==> src/rtl/mrd_pkg.sv <==
package mrd_pkg;
  localparam int NUM_RATIO = 7;
  localparam int CODE_W    = 3;

  typedef logic [CODE_W-1:0] code_t;

  localparam code_t CODE_NONE = code_t'(7);

  // Master clock cycles per word-clock period for each code.
  function automatic int ratio_of(input int idx);
    case (idx)
      0:       return 128;
      1:       return 192;
      2:       return 256;
      3:       return 384;
      4:       return 512;
      5:       return 768;
      6:       return 1152;
      default: return 0;
    endcase
  endfunction
endpackage

==> src/rtl/mrd_rst_sync.sv <==
module mrd_rst_sync (
  input  logic clk_i,
  input  logic arst_ni,
  output logic rst_no
);
  logic [1:0] stage_q;

  always_ff @(posedge clk_i or negedge arst_ni) begin
    if (!arst_ni) stage_q <= 2'b00;
    else          stage_q <= {stage_q[0], 1'b1};
  end

  assign rst_no = stage_q[1];
endmodule

==> src/rtl/mrd_edge.sv <==
module mrd_edge #(
  parameter int STAGES = 2
) (
  input  logic clk_i,
  input  logic rst_ni,
  input  logic async_i,
  output logic rise_o
);
  logic [STAGES-1:0] sync_q, sync_d;
  logic              last_q;

  always_comb begin
    sync_d = {sync_q[STAGES-2:0], async_i};
  end

  always_ff @(posedge clk_i or negedge rst_ni) begin
    if (!rst_ni) begin
      sync_q <= '0;
      last_q <= 1'b0;
    end else begin
      sync_q <= sync_d;
      last_q <= sync_q[STAGES-1];
    end
  end

  assign rise_o = sync_q[STAGES-1] & ~last_q;

  // one pulse per synchronised rising edge
  a_r2_one_pulse: assert property (@(posedge clk_i) disable iff (!rst_ni)
    rise_o |=> !rise_o);
endmodule

==> src/rtl/mrd_period_cnt.sv <==
module mrd_period_cnt #(
  parameter int CNT_W = 11
) (
  input  logic             clk_i,
  input  logic             rst_ni,
  input  logic             rise_i,
  output logic             stb_o,
  output logic [CNT_W-1:0] meas_o
);
  localparam logic [CNT_W-1:0] SAT  = {CNT_W{1'b1}};
  localparam logic [CNT_W-1:0] ONE  = CNT_W'(1);
  localparam logic [CNT_W-1:0] PRE  = SAT - ONE;

  logic [CNT_W-1:0] cnt_q, cnt_d, meas_q, meas_d;
  logic             armed_q, armed_d, stb_q, stb_d;
  logic             cnt_en;

  assign cnt_en = rise_i | (cnt_q != SAT);

  always_comb begin
    cnt_d   = cnt_q;
    meas_d  = meas_q;
    armed_d = armed_q;
    stb_d   = 1'b0;
    if (rise_i) begin
      cnt_d   = ONE;
      armed_d = 1'b1;
      if (armed_q) begin
        stb_d  = 1'b1;
        meas_d = cnt_q;
      end
    end else begin
      cnt_d = cnt_q + ONE;
      if (cnt_q == PRE) begin
        stb_d  = 1'b1;
        meas_d = SAT;
      end
    end
  end

  always_ff @(posedge clk_i or negedge rst_ni) begin
    if (!rst_ni) begin
      cnt_q   <= '0;
      meas_q  <= '0;
      armed_q <= 1'b0;
      stb_q   <= 1'b0;
    end else begin
      if (cnt_en) cnt_q <= cnt_d;
      meas_q  <= meas_d;
      armed_q <= armed_d;
      stb_q   <= stb_d;
    end
  end

  assign stb_o  = stb_q;
  assign meas_o = meas_q;

  // a saturated counter holds until the next edge
  a_r6_sat_hold: assert property (@(posedge clk_i) disable iff (!rst_ni)
    (cnt_q == SAT && !rise_i) |=> (cnt_q == SAT));
endmodule

==> src/rtl/mrd_classify.sv <==
module mrd_classify
  import mrd_pkg::*;
#(
  parameter int CNT_W = 11,
  parameter int TOL   = 2
) (
  input  logic             clk_i,
  input  logic             rst_ni,
  input  logic [CNT_W-1:0] meas_i,
  output logic             hit_o,
  output code_t            code_o
);
  logic [NUM_RATIO-1:0] match;

  for (genvar g = 0; g < NUM_RATIO; g++) begin : g_win
    localparam int R = ratio_of(g);
    localparam logic [CNT_W-1:0] LO = CNT_W'(R - TOL);
    localparam logic [CNT_W-1:0] HI = CNT_W'(R + TOL);
    assign match[g] = (meas_i >= LO) && (meas_i <= HI);
  end

  always_comb begin
    code_o = CODE_NONE;
    for (int i = 0; i < NUM_RATIO; i++) begin
      if (match[i]) code_o = code_t'(i);
    end
  end

  assign hit_o = |match;

  // tolerance windows never overlap
  a_r3_one_window: assert property (@(posedge clk_i) disable iff (!rst_ni)
    $onehot0(match));
endmodule

==> src/rtl/mrd_qualify.sv <==
module mrd_qualify
  import mrd_pkg::*;
(
  input  logic  clk_i,
  input  logic  rst_ni,
  input  logic  stb_i,
  input  logic  hit_i,
  input  code_t code_i,
  output logic  valid_o,
  output logic  unsup_o,
  output code_t code_o
);
  logic  valid_q, valid_d, unsup_q, unsup_d, seen_q, seen_d;
  code_t conf_q, conf_d, last_q, last_d;

  always_comb begin
    valid_d = valid_q;
    unsup_d = unsup_q;
    seen_d  = seen_q;
    conf_d  = conf_q;
    last_d  = last_q;
    if (stb_i) begin
      if (hit_i) begin
        unsup_d = 1'b0;
        seen_d  = 1'b1;
        last_d  = code_i;
        if (seen_q && last_q == code_i) begin
          valid_d = 1'b1;
          conf_d  = code_i;
        end else begin
          valid_d = 1'b0;
        end
      end else begin
        valid_d = 1'b0;
        unsup_d = 1'b1;
        seen_d  = 1'b0;
      end
    end
  end

  always_ff @(posedge clk_i or negedge rst_ni) begin
    if (!rst_ni) begin
      valid_q <= 1'b0;
      unsup_q <= 1'b0;
      seen_q  <= 1'b0;
      conf_q  <= '0;
      last_q  <= '0;
    end else if (stb_i) begin
      valid_q <= valid_d;
      unsup_q <= unsup_d;
      seen_q  <= seen_d;
      conf_q  <= conf_d;
      last_q  <= last_d;
    end
  end

  assign valid_o = valid_q;
  assign unsup_o = unsup_q;
  assign code_o  = conf_q;

  // valid rises only on a second agreeing measurement
  a_r4_two_agree: assert property (@(posedge clk_i) disable iff (!rst_ni)
    $rose(valid_q) |-> ($past(stb_i) && $past(hit_i) && $past(seen_q)));

  // a miss leaves the block unsupported and not valid
  a_r5_miss_flags: assert property (@(posedge clk_i) disable iff (!rst_ni)
    (stb_i && !hit_i) |=> (unsup_q && !valid_q));

  // flags are exclusive
  a_r8_exclusive: assert property (@(posedge clk_i) disable iff (!rst_ni)
    !(valid_q && unsup_q));
endmodule

==> src/rtl/mclk_ratio_detect.sv <==
module mclk_ratio_detect
  import mrd_pkg::*;
#(
  parameter int CNT_W       = 11,
  parameter int TOL         = 2,
  parameter int SYNC_STAGES = 2
) (
  input  logic              mclk_i,
  input  logic              arst_ni,
  input  logic              wclk_i,
  input  logic              slave_mode_i,
  input  logic [CODE_W-1:0] reg_ratio_i,
  output logic [CODE_W-1:0] ratio_o,
  output logic              valid_o,
  output logic              unsup_o
);
  logic             rst_n, rise, stb, hit;
  logic [CNT_W-1:0] meas;
  code_t            cls_code, det_code;
  logic             det_valid, det_unsup;

  mrd_rst_sync u_rst (
    .clk_i   (mclk_i),
    .arst_ni (arst_ni),
    .rst_no  (rst_n)
  );

  mrd_edge #(.STAGES(SYNC_STAGES)) u_edge (
    .clk_i   (mclk_i),
    .rst_ni  (rst_n),
    .async_i (wclk_i),
    .rise_o  (rise)
  );

  mrd_period_cnt #(.CNT_W(CNT_W)) u_cnt (
    .clk_i  (mclk_i),
    .rst_ni (rst_n),
    .rise_i (rise),
    .stb_o  (stb),
    .meas_o (meas)
  );

  mrd_classify #(.CNT_W(CNT_W), .TOL(TOL)) u_cls (
    .clk_i  (mclk_i),
    .rst_ni (rst_n),
    .meas_i (meas),
    .hit_o  (hit),
    .code_o (cls_code)
  );

  mrd_qualify u_qual (
    .clk_i   (mclk_i),
    .rst_ni  (rst_n),
    .stb_i   (stb),
    .hit_i   (hit),
    .code_i  (cls_code),
    .valid_o (det_valid),
    .unsup_o (det_unsup),
    .code_o  (det_code)
  );

  always_comb begin
    if (slave_mode_i) begin
      ratio_o = det_code;
      valid_o = det_valid;
      unsup_o = det_unsup;
    end else begin
      ratio_o = reg_ratio_i;
      valid_o = (reg_ratio_i != CODE_NONE);
      unsup_o = (reg_ratio_i == CODE_NONE);
    end
  end
endmodule

==> config.mk <==
export PLATFORM = sky130hd
export DESIGN_NAME = mclk_ratio_detect
export DESIGN_NICKNAME = d
export VERILOG_FILES = /design/src/rtl/mrd_pkg.sv /design/src/rtl/mrd_rst_sync.sv /design/src/rtl/mrd_edge.sv /design/src/rtl/mrd_period_cnt.sv /design/src/rtl/mrd_classify.sv /design/src/rtl/mrd_qualify.sv /design/src/rtl/mclk_ratio_detect.sv
export SDC_FILE = /design/constraint.sdc
export NUM_CORES = 1
export LEC_CHECK = 0
export CORE_AREA = 8 8 110 87
export DETAILED_ROUTE_END_ITERATION = 10
export DIE_AREA = 0 0 118 95
export DONT_BUFFER_PORTS = 1
export PLACE_DENSITY_LB_ADDON = 0.15
export SLEW_MARGIN = 20
export SYNTH_ARGS = -nofsm -noshare
export SYNTH_HDL_FRONTEND = slang
export SYNTH_SLANG_ARGS = --single-unit
export TNS_END_PERCENT = 100
==> constraint.sdc <==
create_clock -name mclk_i -period 1.2 [get_ports mclk_i]
set_clock_uncertainty 0.1 [all_clocks]
set_input_delay 0.24 -clock mclk_i [delete_from_list [all_inputs] [get_ports mclk_i]]
set_output_delay 0.24 -clock mclk_i [all_outputs]
set_load 0.005 [all_outputs]
======== Yosys cells after proc, flatten, opt, wreduce, memory -nomap -nowiden ========
Cells that the tools add are included.
W data, S select, Z words.
word-level totals
  memories ................................ 0
  RAM bits ................................ 0
  input bits .............................. 7
  memory bits (read-only) ................. 0
  logic and storage cells ................. 70
  bits in latches ......................... 0
  flip-flop bits (word level) ............. 38
cells by class
  shift operators ......................... 0
  reduce and logical (&&, ||, !) cells .... 13
  divide/modulo/power cells ............... 0
  multiply operators ...................... 0
  equal/unequal tests ..................... 6
  muxes and demuxes ....................... 21
  bitwise gates (word level) .............. 3
  magnitude comparators ................... 14
  add/sub/neg operators ................... 1
operators with widths
  kind                     count
  $mux W11                 4
  $mux W3                  8
  $ge A11 B8 Y1 const B    2
  $ge A11 B9 Y1 const B    2
  $le A11 B10 Y1 const B   2
  $le A11 B8 Y1 const B    2
  $le A11 B9 Y1 const B    2
  $add A11 B1 Y11 const B  1
  $eq A11 B11 Y1 const B   1
  $ge A11 B10 Y1 const B   1
  $ge A11 B11 Y1 const B   1
  $ge A11 B7 Y1 const B    1
  $le A11 B11 Y1 const B   1
  $ne A11 B11 Y1 const B   1
  $mux W1                  9
  $logic_and A1 B1 Y1      8
  $reduce_or A7 Y1         1
  $reduce_and A2 Y1        2
  $eq A3 B3 Y1             1
  $eq A3 B3 Y1 const B     1
  $ne A3 B3 Y1 const B     1
  $reduce_and A3 Y1        1
  $ne A2 B2 Y1 const B     1
  $reduce_bool A2 Y1       1
  other kinds (3)          3

======== Depth between registers and ports, before layout ========
  depth in word-level cells ............... 13
  gate-level depth with buffers ........... 8

======== Cells and area by module ========
Synthesis repeated with hierarchy kept, for this count alone.
second synthesis, totals
  cell total of the unflattened synthesis .. 197
  area total of the unflattened synthesis .. 1946.9 um^2
by module, submodules not included
  module             area an instance (um^2)  cells an instance  sequential area each (um^2)  times used
  mrd_period_cnt     1087.3                   114                600.6                        1
  mrd_qualify        379.1                    27                 225.2                        1
  mrd_classify       276.5                    41                 0.0                          1
  mrd_edge           88.8                     4                  75.1                         1
  mclk_ratio_detect  61.3                     8                  0.0                          1
  mrd_rst_sync       53.8                     3                  50.0                         1

======== Worst setup path before layout ========
No wires, ideal clock.
  path kind ............................... register to register
  start point ............................. register u_cnt.meas_q[3], in the netlist u_cnt.meas_o[3]
  end point ............................... register u_qual.conf_q[1], in the netlist u_qual.code_o[1]
  period minus slack after synthesis ...... 2262 ps
  path buffers ............................ 0
  data arrival time ....................... 2037 ps
  slack ................................... -1062 ps
  data required time ...................... 975 ps
  stages on the path, launching flop included .. 8
  path through ............................ dfrtp_1 > nor4_4 > nand2_2 > a211o_1 > a31oi_2 > o21a_4 > o2111ai_4 > mux2_4
between the ends
  longest elaborated chain between the ends .. 12
  elaborated cells between the ends (all ways) .. 32
RTL lines
  element                                                RTL line              source
  start, declared                                        mrd_period_cnt.sv:14  logic [CNT_W-1:0] cnt_q, cnt_d, meas_q, meas_d;
  start signal, assigned                                 mrd_period_cnt.sv:49  meas_q <= meas_d;
  $ge A11 B7 Y1 / $le A11 B8 Y1 (equally long branches)  mrd_classify.sv:19    assign match[g] = (meas_i >= LO) && (meas_i <= HI);
  $logic_and A1 B1 Y1                                    mrd_classify.sv:19
  $mux W3 (7 in a row)                                   mrd_classify.sv:25    if (match[i]) code_o = code_t'(i);
  $eq A3 B3 Y1                                           mrd_qualify.sv:27     if (seen_q && last_q == code_i) begin
  $logic_and A1 B1 Y1                                    mrd_qualify.sv:27
  $reduce_and A3 Y1 (no source line)                     -
  end signal, assigned                                   mrd_qualify.sv:52     conf_q <= conf_d;
  end, declared                                          mrd_qualify.sv:14     code_t conf_q, conf_d, last_q, last_d;
Parallel ways exist; a longest one is shown, timed or not.
A chain may end at the register's enable or synchronous reset.

======== Final worst setup path ========
Ends and elaborated chain as after synthesis.

==> impl_results.md <==
* Top-level I/O count at 12
* IO Port Bufs at 0
* Total Routing Usage GR at 9.54%
* Status: complete, but fails checks
* CTS Buf Count at 5
* Nets at 253
* Via-to-Cell Ratio at 4.48
* CP Class: reg2reg
* Slowest CP cell: dfrtp_1
* First-pass GRT wire length at 8.56 mm
* Post-synth ARST share at 100%
* HPWL Detailed at 3.59 mm
* # DRC at 0
* Crit-path max cell delay at 0.43 ns
* Final max-slew violation count at 0
* Crit path arrival time at 2.35 ns
* Final period utilization at 189%
* Ys flop type: dfrtp_1
* NetSw at 0.00121 W
* WL/cell at 14.4 um
* Starting DRT DRC Count at 77
* CP max FO at 5
* EDFF count, synth at 0
* Final Hold Vio Count at 0
* Routability cong. at 0.895
* Int Power at 0.00297 W
* Clock power frac at 31.5%
* DRT Pass-1 Iters at 4
* Total number of vias at 1568
* Die Y at 95 um
* CTS sink cnt at 38
* Later-pin clock latency in the skew report at 0.29 ns
* CTS tree: yes
* Layout Utilization at 39.0%
* Die area at 11200 um^2
* Worst setup margin at -1.07 ns
* Area contributors post-synth: dfrtp_1, o22a_1, xor2_1
* Most frequent cells in the layout: buf_4, dfrtp_1, nor2_1
* Die width at 118 um
* RSZ-0062 raised after global routing: true
* Max Cap Viol at 0
* Worst-path clk slew at 0.08 ns
* Largest net degree at the start of global routing at 27
* Comb pwr share at 29.4%
* Post-route ant nets at 0
* Commonest non-fill, non-tap cell in the layout: buf_4
* Failing checks: negative setup slack
* Core area at 7740 um^2
* Synth Cell Area at 1880 um^2
* GRT overflow at 0
* Vias in the first global route at 1725
* Post-synthesis instance total at 166
* Setup Viol. Count Final at 36
* CP required at 1.28 ns
* Area grow syn2layout at 60.3%
* Mean post-synth cell area at 11.4 um^2
* Launching element type of the critical path: register
* Worst ir drop on vdd at 0.638 mV
* CP Cell Sequence: nor4_4 -> buf_6 -> nand3_4 -> a21oi_4 -> mux2i_2 -> o2bb2ai_4 -> o2111ai_4 -> mux2_4
* Antenna violations before repair at 0
* Pwr per Cell Area at 1380 nW/um^2
* CTS H-tree lvls at 2
* Yosys top cell area share at 50.5%
* Antenna cells at 0
* Sw frac at 28.9%
* Crit end category: register
* Layout cells sized above 1 at 54.3%
* Synth area leader: dfrtp_1
* Yosys reg bits at 38
* Post-layout minimum cycle time at 2.27 ns
* Fmax at 441 MHz
* Seq/Total Area, Yosys at 50.5%
* LEAKAGE at 1.32 nW
* Distinct cell type count after synthesis at 47
* Clk buf depth at 2
* Setup TNS at -18.24 ns
* Row Count at 28
* Reg power frac at 39.1%
* Synth Warn # at 0
* Post-Syn Nets at 175
* Wirelength, routed at 5.04 mm
* CTS Root Cell: clkbuf_8
* Hold crit path type: reg2async
* Initial cell density of the core at 24.3%
==> kinds of logic after synthesis <==
group,Yosys count,share of synthesized area [%]
simple gates,57,16.9
flops,38,50.5
compound gates,37,17.7
buf+inv,12,3.39
xor+xnor,10,4.65
mux,9,5.38
fa+ha+maj,2,1.33
other cells,1,0.199
==> through the flow <==
step	setup WS [ns]	total power (W)	area (um^2)	cells	hold WS (ns)
3_3_place_gp	-1.03	0.00260	2510	323	-0.155
4_1_cts	-1.06	0.00405	2820	341	0.0512
6_report	-1.07	0.00417	3020	350	0.0402
2_1_floorplan	-0.999	0.00215	1970	166	-0.156
3_5_place_dp	-1.10	0.00262	2510	323	-0.156
5_1_grt	-1.14	0.00442	3020	350	0.0578
==> power by group through the flow <==
stage	Sequential, W	Clock, W	Combinational (W)
after global placement	0.00164	0	0.000954
final	0.00163	0.00131	0.00123
after CTS	0.00163	0.00136	0.00106
after detailed placement	0.00165	0	0.000970
after floorplan	0.00168	0	0.000474
after global routing	0.00166	0.00142	0.00134
==> registers in the layout, summed over array words and instances, names as in the netlist <==
register        cells
u_cnt.armed_q       1
u_cnt.cnt_q        11
u_cnt.meas_o       11
u_cnt.stb_o         1
u_edge.last_q       1
u_edge.sync_q       2
u_qual.code_o       3
u_qual.last_q       3
u_qual.seen_q       1
u_qual.unsup_o      1
u_qual.valid_o      1
u_rst.stage_q       2
==> cell type report <==
cell class / count / area [um^2]
Fill cell: 774 / 4720
Multi-Input combinational cell: 116 / 1110
Sequential cell: 38 / 953
Timing Repair Buffer: 76 / 662
Tap cell: 105 / 131
Clock buffer: 5 / 68.8
Clock inverter: 3 / 68.8
Inverter: 7 / 26.3
==> critical path: cells and delay by family, from the launching register on <==
family	cells	cell delay (ns)
compound gates	3	0.47
simple gates	2	0.37
flops	1	0.43
mux	2	0.60
buf+inv	1	0.18
==> cells in the mapped netlist (2+ instances only) <==
cell and n:
dfrtp_1 38, nor2_1 16, nand2_1 10, nand4_1 10, o22a_1 10, xor2_1 9, inv_1 7, mux2_2 5
nand3_1 5, a21oi_1 4, o31ai_1 4, mux2i_1 3, nand2b_1 3, o21ai_0 3, a31oi_1 2, and4_1 2
clkbuf_1 2, ha_1 2, nand3b_1 2, nor2b_1 2
==> timing repair <==
action / 4_1_cts / 5_1_grt
hold endpoints to repair: 3 / 0
endpoints found under the setup margin: 37 / 37
setup buffers: 10 / 11
pin swaps: 22 / 17
hold buffers: 2 / 0
resized for setup: 23 / 25
==> layer usage <==
metal | track usage, % | part of all wire [%] | up-vias
met4 | 3.61 | 1.4 | 0
met5 | 0 | 0 | -
li1 | - | - | 765
met3 | 2.56 | 2.7 | 6
met1 | 11.8 | 48 | 781
met2 | 15.9 | 48 | 16
==> path summary, 6_finish.rpt <==
kind                               endpoint  cells past startpoint  slack [ns]              from
setup / recovery           u_qual.code_o[1]                      8       -1.07   u_cnt.meas_o[3]
hold / removal                  u_cnt.stb_o                      0        0.04  u_rst.stage_q[1]
setup reg to reg           u_qual.code_o[1]                      8       -1.07   u_cnt.meas_o[3]
hold reg to reg                 u_cnt.stb_o                      0        0.04  u_rst.stage_q[1]
max in group asynchronous    u_cnt.cnt_q[0]                      1        0.53  u_rst.stage_q[1]
min in group mclk_i        u_rst.stage_q[1]                      0        0.26  u_rst.stage_q[0]
(Power assumes the default switching activity.)
